## src/rtl/acq_seq_pkg.sv

```systemverilog
package acq_seq_pkg;

  localparam logic [15:0] CMD_SCAN_GO   = 16'h0011;
  localparam logic [15:0] CMD_SCAN_HALT = 16'h0010;
  localparam logic [15:0] CMD_PACE_ON   = 16'h0031;
  localparam logic [15:0] CMD_PACE_OFF  = 16'h0030;

  localparam int ST_RES_MULTI = 0;
  localparam int ST_RES_ANY   = 1;
  localparam int ST_RES_OVR   = 2;
  localparam int ST_SCANNING  = 3;
  localparam int ST_PIPE_FULL = 4;
  localparam int ST_SL_EMPTY  = 5;
  localparam int ST_ADC_BUSY  = 6;
  localparam int ST_PACE_OVR  = 8;

  typedef struct packed {
    logic go;
    logic halt;
    logic pace_on;
    logic pace_off;
    logic clr_sl;
    logic clr_res;
    logic clr_pipe;
  } ctrl_cmd_t;

  function automatic ctrl_cmd_t decode_ctrl(input logic we, input logic [15:0] v);
    ctrl_cmd_t c;
    logic      mask_form;
    mask_form  = we && (v[15:3] == '0);
    c.go       = we && (v == CMD_SCAN_GO);
    c.halt     = we && (v == CMD_SCAN_HALT);
    c.pace_on  = we && (v == CMD_PACE_ON);
    c.pace_off = we && (v == CMD_PACE_OFF);
    c.clr_sl   = mask_form && v[2];
    c.clr_res  = mask_form && v[1];
    c.clr_pipe = mask_form && v[0];
    return c;
  endfunction

endpackage

```

## src/rtl/acq_fifo.sv

```systemverilog
module acq_fifo #(
  parameter int W     = 16,
  parameter int DEPTH = 16,
  localparam int AW   = (DEPTH > 1) ? $clog2(DEPTH) : 1,
  localparam int CW   = $clog2(DEPTH + 1)
) (
  input  logic          clk,
  input  logic          rst_n,
  input  logic          clr,
  input  logic          push,
  input  logic [W-1:0]  din,
  input  logic          pop,
  output logic [W-1:0]  dout,
  output logic [CW-1:0] count,
  output logic          full,
  output logic          empty
);

  logic [W-1:0]  mem [DEPTH];
  logic [AW-1:0] wp, rp;
  logic          do_push, do_pop;

  function automatic logic [AW-1:0] step(input logic [AW-1:0] p);
    return (p == AW'(DEPTH - 1)) ? '0 : p + 1'b1;
  endfunction

  assign full    = (count == CW'(DEPTH));
  assign empty   = (count == '0);
  assign do_push = push && !full && !clr;
  assign do_pop  = pop && !empty && !clr;
  assign dout    = mem[rp];

  always_ff @(posedge clk) begin
    if (do_push) mem[wp] <= din;
  end

  always_ff @(posedge clk or negedge rst_n) begin
    if (!rst_n) begin
      wp    <= '0;
      rp    <= '0;
      count <= '0;
    end else if (clr) begin
      wp    <= '0;
      rp    <= '0;
      count <= '0;
    end else begin
      if (do_push) wp <= step(wp);
      if (do_pop)  rp <= step(rp);
      count <= count + CW'(do_push) - CW'(do_pop);
    end
  end

  // a push into a full queue leaves the occupancy unchanged
  a_r2_no_overflow: assert property (@(posedge clk) disable iff (!rst_n)
    (full && push && !pop && !clr) |=> (full && count == $past(count)));

  // popping an empty queue never wraps the occupancy
  a_r8_no_underflow: assert property (@(posedge clk) disable iff (!rst_n)
    (empty && pop && !push && !clr) |=> empty);

endmodule

```

## src/rtl/acq_word_pack.sv

```systemverilog
module acq_word_pack #(
  parameter int BYTE_W  = 8,
  localparam int WORD_W = 2 * BYTE_W
) (
  input  logic              clk,
  input  logic              rst_n,
  input  logic              clr,
  input  logic              byte_ok,
  input  logic [BYTE_W-1:0] byte_in,
  output logic              word_ok,
  output logic [WORD_W-1:0] word
);

  logic              have_low;
  logic [BYTE_W-1:0] low_q;

  assign word_ok = byte_ok && have_low && !clr;
  assign word    = {byte_in, low_q};

  always_ff @(posedge clk or negedge rst_n) begin
    if (!rst_n) begin
      have_low <= 1'b0;
      low_q    <= '0;
    end else if (clr) begin
      have_low <= 1'b0;
    end else if (byte_ok) begin
      if (!have_low) low_q <= byte_in;
      have_low <= !have_low;
    end
  end

  // a word is only emitted on the second byte of a pair
  a_r2_pair_phase: assert property (@(posedge clk) disable iff (!rst_n)
    (byte_ok && !clr && !have_low) |=> have_low);

endmodule

```

## src/rtl/acq_pacer.sv

```systemverilog
module acq_pacer #(
  parameter int LO_W  = 32,
  parameter int HI_W  = 16,
  localparam int DW   = LO_W + HI_W
) (
  input  logic          clk,
  input  logic          rst_n,
  input  logic          en,
  input  logic [DW-1:0] divisor,
  output logic          tick
);

  logic [DW-1:0] cnt;
  logic [DW-1:0] lim;

  assign lim  = (divisor == '0) ? '0 : divisor - 1'b1;
  assign tick = en && (cnt >= lim);

  always_ff @(posedge clk or negedge rst_n) begin
    if (!rst_n)      cnt <= '0;
    else if (!en)    cnt <= '0;
    else if (tick)   cnt <= '0;
    else             cnt <= cnt + 1'b1;
  end

  // with a divisor above one, ticks never come on consecutive cycles
  a_r6_tick_spacing: assert property (@(posedge clk) disable iff (!rst_n)
    (tick && divisor > DW'(1) && $stable(divisor)) |=> !tick);

endmodule

```

## src/rtl/acq_cfg_pipe.sv

```systemverilog
module acq_cfg_pipe #(
  parameter int W        = 16,
  parameter int WORDS    = 4,
  parameter int LAST_IDX = 1,
  parameter int LAST_BIT = 2,
  localparam int IW      = (WORDS > 1) ? $clog2(WORDS) : 1,
  localparam int CW      = $clog2(WORDS + 1)
) (
  input  logic           clk,
  input  logic           rst_n,
  input  logic           clr,
  input  logic           load,
  input  logic [W-1:0]   din,
  input  logic           release_i,
  output logic           full,
  output logic           last,
  output logic [CW-1:0]  fill,
  output logic [W*WORDS-1:0] entry
);

  logic [W-1:0] words [WORDS];

  assign full = (fill == CW'(WORDS));

  always_ff @(posedge clk or negedge rst_n) begin
    if (!rst_n) begin
      fill <= '0;
      last <= 1'b0;
      for (int i = 0; i < WORDS; i++) words[i] <= '0;
    end else if (clr || release_i) begin
      fill <= '0;
    end else if (load && !full) begin
      words[fill[IW-1:0]] <= din;
      if (fill == CW'(LAST_IDX)) last <= din[LAST_BIT];
      fill <= fill + 1'b1;
    end
  end

  for (genvar g = 0; g < WORDS; g++) begin : g_pack
    assign entry[g*W +: W] = words[g];
  end

  // each accepted word adds exactly one to the stage fill
  a_r4_fill_step: assert property (@(posedge clk) disable iff (!rst_n)
    (load && !full && !clr && !release_i) |=> (fill == $past(fill) + 1'b1));

endmodule

```

## src/rtl/acq_scan_seq.sv

```systemverilog
module acq_scan_seq
  import acq_seq_pkg::*;
#(
  parameter int SL_DEPTH  = 16,
  parameter int RES_DEPTH = 16,
  parameter int DIV_LO_W  = 32,
  parameter int DIV_HI_W  = 16,
  localparam int WORD_W   = 16,
  localparam int ENTRY_W  = 4,
  localparam int SCW      = $clog2(SL_DEPTH + 1),
  localparam int RCW      = $clog2(RES_DEPTH + 1),
  localparam int PCW      = $clog2(ENTRY_W + 1),
  localparam int DIV_W    = DIV_LO_W + DIV_HI_W
) (
  input  logic                      clk,
  input  logic                      rst_n,
  input  logic                      ctrl_we,
  input  logic [15:0]               ctrl_wdata,
  input  logic                      div_lo_we,
  input  logic                      div_hi_we,
  input  logic [31:0]               div_wdata,
  input  logic                      sl_valid,
  output logic                      sl_ready,
  input  logic [7:0]                sl_byte,
  output logic                      res_valid,
  input  logic                      res_ready,
  output logic [15:0]               res_data,
  output logic                      conv_start,
  input  logic                      adc_done,
  input  logic [15:0]               adc_data,
  output logic [WORD_W*ENTRY_W-1:0] cfg_entry,
  output logic [15:0]               status
);

  ctrl_cmd_t cmd;
  assign cmd = decode_ctrl(ctrl_we, ctrl_wdata);

  logic scan_run, pace_en, adc_busy, pace_ovr, res_ovr;
  logic [DIV_LO_W-1:0] div_lo;
  logic [DIV_HI_W-1:0] div_hi;

  // byte stream into words
  logic              word_ok;
  logic [WORD_W-1:0] word;
  acq_word_pack #(.BYTE_W(8)) u_pack (
    .clk(clk), .rst_n(rst_n), .clr(cmd.clr_sl),
    .byte_ok(sl_valid && sl_ready), .byte_in(sl_byte),
    .word_ok(word_ok), .word(word));

  // scan-list queue
  logic              sl_full, sl_empty, sl_pop;
  logic [WORD_W-1:0] sl_head;
  logic [SCW-1:0]    sl_count;
  acq_fifo #(.W(WORD_W), .DEPTH(SL_DEPTH)) u_slq (
    .clk(clk), .rst_n(rst_n), .clr(cmd.clr_sl),
    .push(word_ok), .din(word), .pop(sl_pop),
    .dout(sl_head), .count(sl_count), .full(sl_full), .empty(sl_empty));

  assign sl_ready = !sl_full;

  // configuration stage
  logic           pipe_full, pipe_last, conv_done;
  logic [PCW-1:0] pipe_fill;
  assign sl_pop = scan_run && !sl_empty && !pipe_full && !cmd.clr_sl && !cmd.clr_pipe;

  acq_cfg_pipe #(.W(WORD_W), .WORDS(ENTRY_W), .LAST_IDX(1), .LAST_BIT(2)) u_pipe (
    .clk(clk), .rst_n(rst_n), .clr(cmd.clr_pipe),
    .load(sl_pop), .din(sl_head), .release_i(conv_done),
    .full(pipe_full), .last(pipe_last), .fill(pipe_fill), .entry(cfg_entry));

  // pacer
  logic pace_tick;
  acq_pacer #(.LO_W(DIV_LO_W), .HI_W(DIV_HI_W)) u_pacer (
    .clk(clk), .rst_n(rst_n), .en(pace_en),
    .divisor({div_hi, div_lo}), .tick(pace_tick));

  assign conv_start = pace_tick && !adc_busy && pipe_full;
  assign conv_done  = adc_busy && adc_done;

  // results queue
  logic           res_full, res_empty;
  logic [RCW-1:0] res_count;
  acq_fifo #(.W(WORD_W), .DEPTH(RES_DEPTH)) u_resq (
    .clk(clk), .rst_n(rst_n), .clr(cmd.clr_res),
    .push(conv_done), .din(adc_data), .pop(res_ready),
    .dout(res_data), .count(res_count), .full(res_full), .empty(res_empty));

  assign res_valid = !res_empty;

  always_ff @(posedge clk or negedge rst_n) begin
    if (!rst_n) begin
      scan_run <= 1'b0;
      pace_en  <= 1'b0;
      adc_busy <= 1'b0;
      pace_ovr <= 1'b0;
      res_ovr  <= 1'b0;
      div_lo   <= '0;
      div_hi   <= '0;
    end else begin
      if (cmd.go)                          scan_run <= 1'b1;
      else if (cmd.halt)                   scan_run <= 1'b0;
      else if (conv_done && pipe_last)     scan_run <= 1'b0;

      if (cmd.pace_on)                     pace_en <= 1'b1;
      else if (cmd.pace_off)               pace_en <= 1'b0;

      if (cmd.clr_pipe)                    adc_busy <= 1'b0;
      else if (conv_start)                 adc_busy <= 1'b1;
      else if (conv_done)                  adc_busy <= 1'b0;

      if (cmd.pace_on)                     pace_ovr <= 1'b0;
      else if (pace_tick && adc_busy)      pace_ovr <= 1'b1;

      if (cmd.clr_res)                     res_ovr <= 1'b0;
      else if (conv_done && res_full)      res_ovr <= 1'b1;

      if (div_lo_we) div_lo <= div_wdata[DIV_LO_W-1:0];
      if (div_hi_we) div_hi <= div_wdata[DIV_HI_W-1:0];
    end
  end

  always_comb begin
    status               = '0;
    status[ST_RES_MULTI] = (res_count > RCW'(1));
    status[ST_RES_ANY]   = !res_empty;
    status[ST_RES_OVR]   = res_ovr;
    status[ST_SCANNING]  = scan_run;
    status[ST_PIPE_FULL] = pipe_full;
    status[ST_SL_EMPTY]  = sl_empty;
    status[ST_ADC_BUSY]  = adc_busy;
    status[ST_PACE_OVR]  = pace_ovr;
  end

  // an issued conversion makes the converter busy on the next cycle
  a_r6_busy_after_start: assert property (@(posedge clk) disable iff (!rst_n)
    (conv_start && !cmd.clr_pipe) |=> status[ST_ADC_BUSY]);

  // completing a last-marked entry suspends scanning
  a_r5_suspend_on_last: assert property (@(posedge clk) disable iff (!rst_n)
    (conv_done && pipe_last && !cmd.go) |=> !status[ST_SCANNING]);

  // a tick during a conversion raises the pacer overrun flag
  a_r7_pace_overrun: assert property (@(posedge clk) disable iff (!rst_n)
    (pace_tick && adc_busy && !cmd.pace_on) |=> status[ST_PACE_OVR]);

  // the results overrun flag is sticky until the results clear
  a_r9_overrun_sticky: assert property (@(posedge clk) disable iff (!rst_n)
    (res_ovr && !cmd.clr_res) |=> status[ST_RES_OVR]);

  // a stage clear abandons the conversion and empties the stage
  a_r11_abort: assert property (@(posedge clk) disable iff (!rst_n)
    cmd.clr_pipe |=> (!status[ST_ADC_BUSY] && !status[ST_PIPE_FULL]));

  // the empty flag agrees with the queue occupancy
  a_r2_empty_flag: assert property (@(posedge clk) disable iff (!rst_n)
    (sl_count == '0) |-> status[ST_SL_EMPTY]);

  // the stage never holds more than one entry
  a_r4_fill_bound: assert property (@(posedge clk) disable iff (!rst_n)
    pipe_fill <= PCW'(ENTRY_W));

endmodule

```

## config.mk

```make
export PLATFORM = sky130hd
export DESIGN_NAME = acq_scan_seq
export DESIGN_NICKNAME = d
export VERILOG_FILES = /design/src/rtl/acq_seq_pkg.sv /design/src/rtl/acq_fifo.sv /design/src/rtl/acq_word_pack.sv /design/src/rtl/acq_pacer.sv /design/src/rtl/acq_cfg_pipe.sv /design/src/rtl/acq_scan_seq.sv
export SDC_FILE = /design/constraint.sdc
export NUM_CORES = 1
export LEC_CHECK = 0
export CORE_ASPECT_RATIO = 1.4
export CORE_MARGIN = 2
export CORE_UTILIZATION = 33
export DETAILED_ROUTE_END_ITERATION = 16
export GPL_TIMING_DRIVEN = 0
export PLACE_DENSITY_LB_ADDON = 0.2
export SLEW_MARGIN = 10
export SYNTH_ARGS = -nofsm -noshare
export SYNTH_HDL_FRONTEND = slang
export SYNTH_SLANG_ARGS = --single-unit
```

## constraint.sdc

```tcl
create_clock -name clk -period 11 [get_ports clk]
set_clock_uncertainty 0.15 [all_clocks]
set_input_delay 1.65 -clock clk [delete_from_list [all_inputs] [get_ports clk]]
set_output_delay 1.65 -clock clk [all_outputs]
set_load 0.01 [all_outputs]
```

After elaboration in Yosys (flattened, before gate mapping) --
Memories as Yosys holds them, arrays and structs flattened. Cells that the tools add are included.
Operators by class: add/subtract/negate cells 11, multipliers 0, divide/modulo/power cells 0, magnitude comparators 4, eq/ne operators 12, shift-type cells 0, mux-type cells 40, bitwise gates (word level) 4, reduce and logical (&&, ||, !) cells 61
Operator list (count):
- two-way mux 48 bit | 3
- bitwise mux 64 bit | 1
- adder 48 x 1 -> 48 bit, second input constant | 1
- >= comparator 48 bit | 1
- logical NOT 48 bit | 1
- two-way mux 4 bit | 12
- subtractor 48 x 1 -> 48 bit, second input constant | 1
- demux 16 bit (select 2 bit) | 1
- == test 16 x 5 -> 1 bit, second input constant | 2
- == test 16 x 6 -> 1 bit, second input constant | 2
- logical AND 1 bit | 32
- two-way mux 1 bit | 18
- nonzero test 2 bit | 9
- adder 4 x 1 -> 4 bit, second input constant | 4
- == test 4 bit, second input constant | 4
- two-way mux 16 bit | 1
- logical NOT 13 bit | 1
- adder 5 x 1 -> 5 bit | 2
- == test 5 bit, second input constant | 2
- logical NOT 1 bit | 10
- logical NOT 5 bit | 2
- two-way mux 5 bit | 2
- subtractor 5 x 1 -> 5 bit | 2
- two-way mux 3 bit | 2
- 12 further kinds | 16
Storage, ports and cells: flip-flop bits (word level) 204, bits in latches 0, memory bits (writable) 512, memory bits (read-only) 0, output and inout bits 99, word-level logic and storage cells 156, memories 2
Memories:
- u_resq.mem | depth 16, bits a word 16, read ports 1, clocked after Yosys merged registers in 0, write ports 1, RTL line acq_fifo.sv:19 | logic [W-1:0] mem [DEPTH];
- u_slq.mem | depth 16, bits a word 16, read ports 1, clocked after Yosys merged registers in 0, write ports 1, RTL line acq_fifo.sv:19

Depth between registers and ports, before layout --
word-level depth 10, mapped depth 18, depth with buffers taken out 15

Hierarchy --
A second synthesis with hierarchy kept.
Unflattened totals: cell total of the unflattened synthesis 2053, area, all modules 31908.1 µm²
Modules (own cells, without submodules):
- acq_fifo (u_resq) | times used 1, cells an instance 571, area each 10980.5 µm², sequential area each 8012.7 µm²
- acq_fifo (u_slq) | times used 1, cells an instance 573, area each 10835.4 µm², sequential area each 8012.7 µm²
- acq_pacer | times used 1, cells an instance 565, area each 4585.6 µm², sequential area each 1201.2 µm²
- acq_cfg_pipe | times used 1, cells an instance 159, area each 2826.5 µm², sequential area each 1701.6 µm²
- acq_scan_seq | times used 1, cells an instance 156, area each 2263.4 µm², sequential area each 1326.3 µm²
- acq_word_pack | times used 1, cells an instance 29, area each 416.6 µm², sequential area each 225.2 µm²

Least setup slack after synthesis --
OpenSTA, ideal clock, no wires.
path type register to output, from reg div_lo[17], to out conv_start, arrival 4.440 ns, required time 9.200 ns, slack 4.760 ns, stages on the path, launching flop included 16, cells stage by stage dfrtp_1 -> or4_4 -> or3_1 -> buf_2 -> or4_4 -> buf_6 -> or3_1 -> buf_6 -> buf_6 -> nand2_1 -> ha_1 -> nand4_1 -> or4_1 -> a311o_1 -> and3_1 -> nor4b_1
Between the ends: word-level cells in the longest chain between the ends 6, elaborated cells on any way between the ends 7, classes of those cells 1 x add/sub; 1 x order compare; 1 x mux; 4 x reduce/logical
RTL lines:
- start: declaration | RTL line acq_scan_seq.sv:39 | logic [DIV_LO_W-1:0] div_lo;
- start signal: assignment | RTL line acq_scan_seq.sv:117 | if (div_lo_we) div_lo <= div_wdata[DIV_LO_W-1:0];
- subtractor 48 x 1 -> 48 bit / logical NOT 48 bit (equally long branches) | RTL line acq_pacer.sv:16 | assign lim = (divisor == '0) ? '0 : divisor - 1'b1;
- two-way mux 48 bit (*) | RTL line acq_pacer.sv:16
- >= comparator 48 bit (*) | RTL line acq_pacer.sv:17 | assign tick = en && (cnt >= lim);
- logical AND 1 bit (*) | RTL line acq_pacer.sv:17
- logical AND 1 bit (*) (2 in series) | RTL line acq_scan_seq.sv:77 | assign conv_start = pace_tick && !adc_busy && pipe_full;
- end: declaration | RTL line acq_scan_seq.sv:28 | output logic conv_start,
Mark *: on every way between the ends. The rest lies on a longest branch, timed or not.

Worst setup path in the final report --
from reg div_lo[11], to out conv_start
The elaborated chain is that of the path after synthesis.

==> metrics.txt <==
status=complete, no violations; EDFF count, synth=roughly 510; Hold Buf Count CTS=0; H-tree depth=3; Static Leak=13.3 nW; ys async rst share=28.5%; Die X=263 µm; CTS Buf Count=76; nature of the critical path endpoint=output pin; die height=around 370 µm; initial antenna violation count=4; share of cells above drive strength 1=19.0%; Mean Syn Cell Area=~16 µm²; CP required=9.20 ns; dpl cell area=~35000 µm²; Crit path largest cell delay=0.60 ns; placed wire-length estimate=55300 µm; CTS tree=built; area grow syn2layout=20.1%; number of I/O pins=179; Max Fclk=0.123 GHz; IO Port Bufs=168; Setup crit start kind=flip-flop; Reg area=20500 µm²; Worst-Margin Slew=between 1 and 1.5 ns; max-cap viol count=0; Yosys warning total=0; pwr/cell area=194 nW/µm²; Rel. slew slack=16.6%; drt pass-1 iters=5; Final Hold Fails=0; maximum clock insertion buffer count=3; Synth Cell Area=30900 µm²; clock-pin slew on the worst setup and hold paths=0.06 ns; grt total ovfl=0; Detailed Route Iter0 Violations=1392; Routability Congestion=0.862; CP max FO=10; critical path type=reg -> out; multi-input logic area=9890 µm²; Sink Count=716; Post-DRT Antenna Nets=0; Final Cycle Share=74.0%; final critical path time including I/O delays and setup=8.14 ns; final core utilization=roughly 40%; Final Instance Area=37100 µm²; final net count=2398; RSZ-0062 raised after global routing=false; FP Rows=132; Final setup viols=0; kind of cell adding the most delay to the critical path=simple AND/OR/NAND/NOR gates; largest net degree at the start of global routing=94; Starting Density=33.3%; total number of vias=17782; crit path DAT=between 6 and 7 ns; slowest CP cell=clkdlybuf4s50_1; top_reg_cell synth=edfxtp_1; Setup Buffers After CTS=0; # fillers=8494; final WL=80700 µm; first-pass GRT wire length=121000 µm; post-synthesis sequential area ratio=66.3%; Max VDD drop=0.106 mV; Worst Hold Class=reg -> reg; worst hold slack=0.341 ns; register bit total from synthesis=between 700 and 800; Vias/cell=5.07; Mapped Cells=approximately 2000; critical path cell sequence=or4_1 -> nor4b_1 -> and2_1 -> clkbuf_1 -> nand3_1 -> xnor2_1 -> nand2_1 -> ha_1 -> nand4_1 -> or4_1 -> a311o_1 -> and3_1 -> nor4b_1 -> clkdlybuf4s50_1; DIE AREA=just under 100000 µm²; Root Driver=clkbuf_16; WL/cell=around 23 µm; Slew Limit Fails=0; Placeable Area=92700 µm²; DR DRC count=0; number of global-route vias before repair=18796; Buf/Inv on CP=2; Worst-Skew Late Latency=roughly 0.64 ns; Resize count post-CTS=0; Synth cell types=64; Total GRT Usage=16.7%
## final cells by class
| type | instances | area share (%) |
|---|---|---|
| sequential | 716 | 55.2 |
| multi-input combinational | 1113 | 26.7 |
| clock buffer | 104 | 5.68 |
| timing repair buffer | 194 | 5.50 |
| tap | 1206 | 4.07 |
| buffer | 100 | 1.30 |
| clock inverter | 38 | 1.23 |
| inverter | 35 | 0.354 |
| antenna | 1 | 0.00675 |
## state kept, by name, summed over array words and instances (netlist names), 3 cells and up
signal	cells
div_lo	32
u_slq.count	5
u_slq.mem	256
u_pack.low_q	8
u_resq.count	5
u_resq.mem	256
u_pacer.cnt	48
u_pipe.fill	3
div_hi	16
u_slq.wp	4
u_resq.rp	4
u_slq.rp	4
u_resq.wp	4
u_pipe.entry	64
## kinds of logic after synthesis
family,after synthesis,synth area share (%)
simple gates,465,7.43
flops,716,66.3
compound gates,162,3.34
other cells,1,0.0121
buf+inv,135,1.97
xor+xnor,94,2.67
fa+ha+maj,82,3.37
mux,302,14.9
## routing by layer
metal	track usage [%]	part of all wire (%)	vias to the layer above
li1	-	-	8021
met1	20.5	41	9181
met2	29.8	51	445
met3	2.86	4.6	129
met4	5.38	2.7	6
met5	0	0.055	-
## synth_stat cells, types with 44 or more instances
library cell	count	area share [%]
xor2_1	44	1.2
edfxtp_1	512	50
clkbuf_1	61	0.74
mux4_2	112	8.2
nand2_1	128	1.6
nor2_1	114	1.4
o21ai_0	44	0.71
nand3_1	46	0.75
ha_1	80	3.2
mux2_2	131	4.8
a21oi_1	46	0.75
mux2i_1	59	1.9
xnor2_1	50	1.4
dfrtp_1	204	17
## worst register-to-register path, delay by kind of cell (launching register included)
kind	cells	cell delay, ns
compound gates	1	0.37
xor+xnor	1	0.29
fa+ha+maj	1	0.32
buf+inv	3	1.39
flops	1	0.42
simple gates	9	2.83
## metrics by stage
step	TNS, ns	power, mW	setup slack, ns	instances
2_1_floorplan	0	4.05	4.76	1964
3_3_place_gp	-251.44	4.61	-1.27	3338
3_5_place_dp	0	4.65	3.47	3364
4_1_cts	0	7.29	2.76	3506
5_1_grt	0	7.50	2.41	3506
6_report	0	7.19	2.86	3507
## report_power, final
group / switching, mW / internal [mW] / total (mW)
registers: 0.133 / 3.10 / 3.24
logic: 0.772 / 0.571 / 1.34
clock network: 1.10 / 1.51 / 2.61
## worst paths after layout
| path | startpoint | to | slack [ns] | cells past startpoint |
|---|---|---|---|---|
| max | div_lo[11] | conv_start | 2.86 | 14 |
| min | pace_ovr | pace_ovr | 0.34 | 2 |
| max reg2reg | div_lo[11] | u_pacer.cnt[19] | 5.07 | 15 |
| min reg2reg | pace_ovr | pace_ovr | 0.34 | 2 |
| max in group asynchronous | rst_n | u_pacer.cnt[1] | 8.73 | 3 |
| min in group asynchronous | rst_n | u_pack.low_q[7] | 0.78 | 1 |
## cell usage in the layout (no fill, tap or decap), types with 14 or more instances in the layout
master           synthesis  layout
edfxtp_1               512     512
dfrtp_1                204     204
clkdlybuf4s50_1          0     167
mux2_2                 131     131
nand2_1                128     128
mux4_2                 112     112
nor2_1                 114     101
ha_1                    80      80
clkbuf_1                61      78
clkbuf_16                0      77
mux2i_1                 59      59
xnor2_1                 50      50
nand3_1                 46      46
a21oi_1                 46      46
xor2_1                  44      44
o21ai_0                 44      44
inv_1                   34      34
nor3_1                  39      33
nand4_1                 20      20
a22oi_1                 20      20
buf_4                   15      20
and2_1                  21      18
a221oi_1                18      18
buf_1                   17      17
nor4_1                  15      14
and3_1                  14      14
Power figures use the tool's default switching activity.
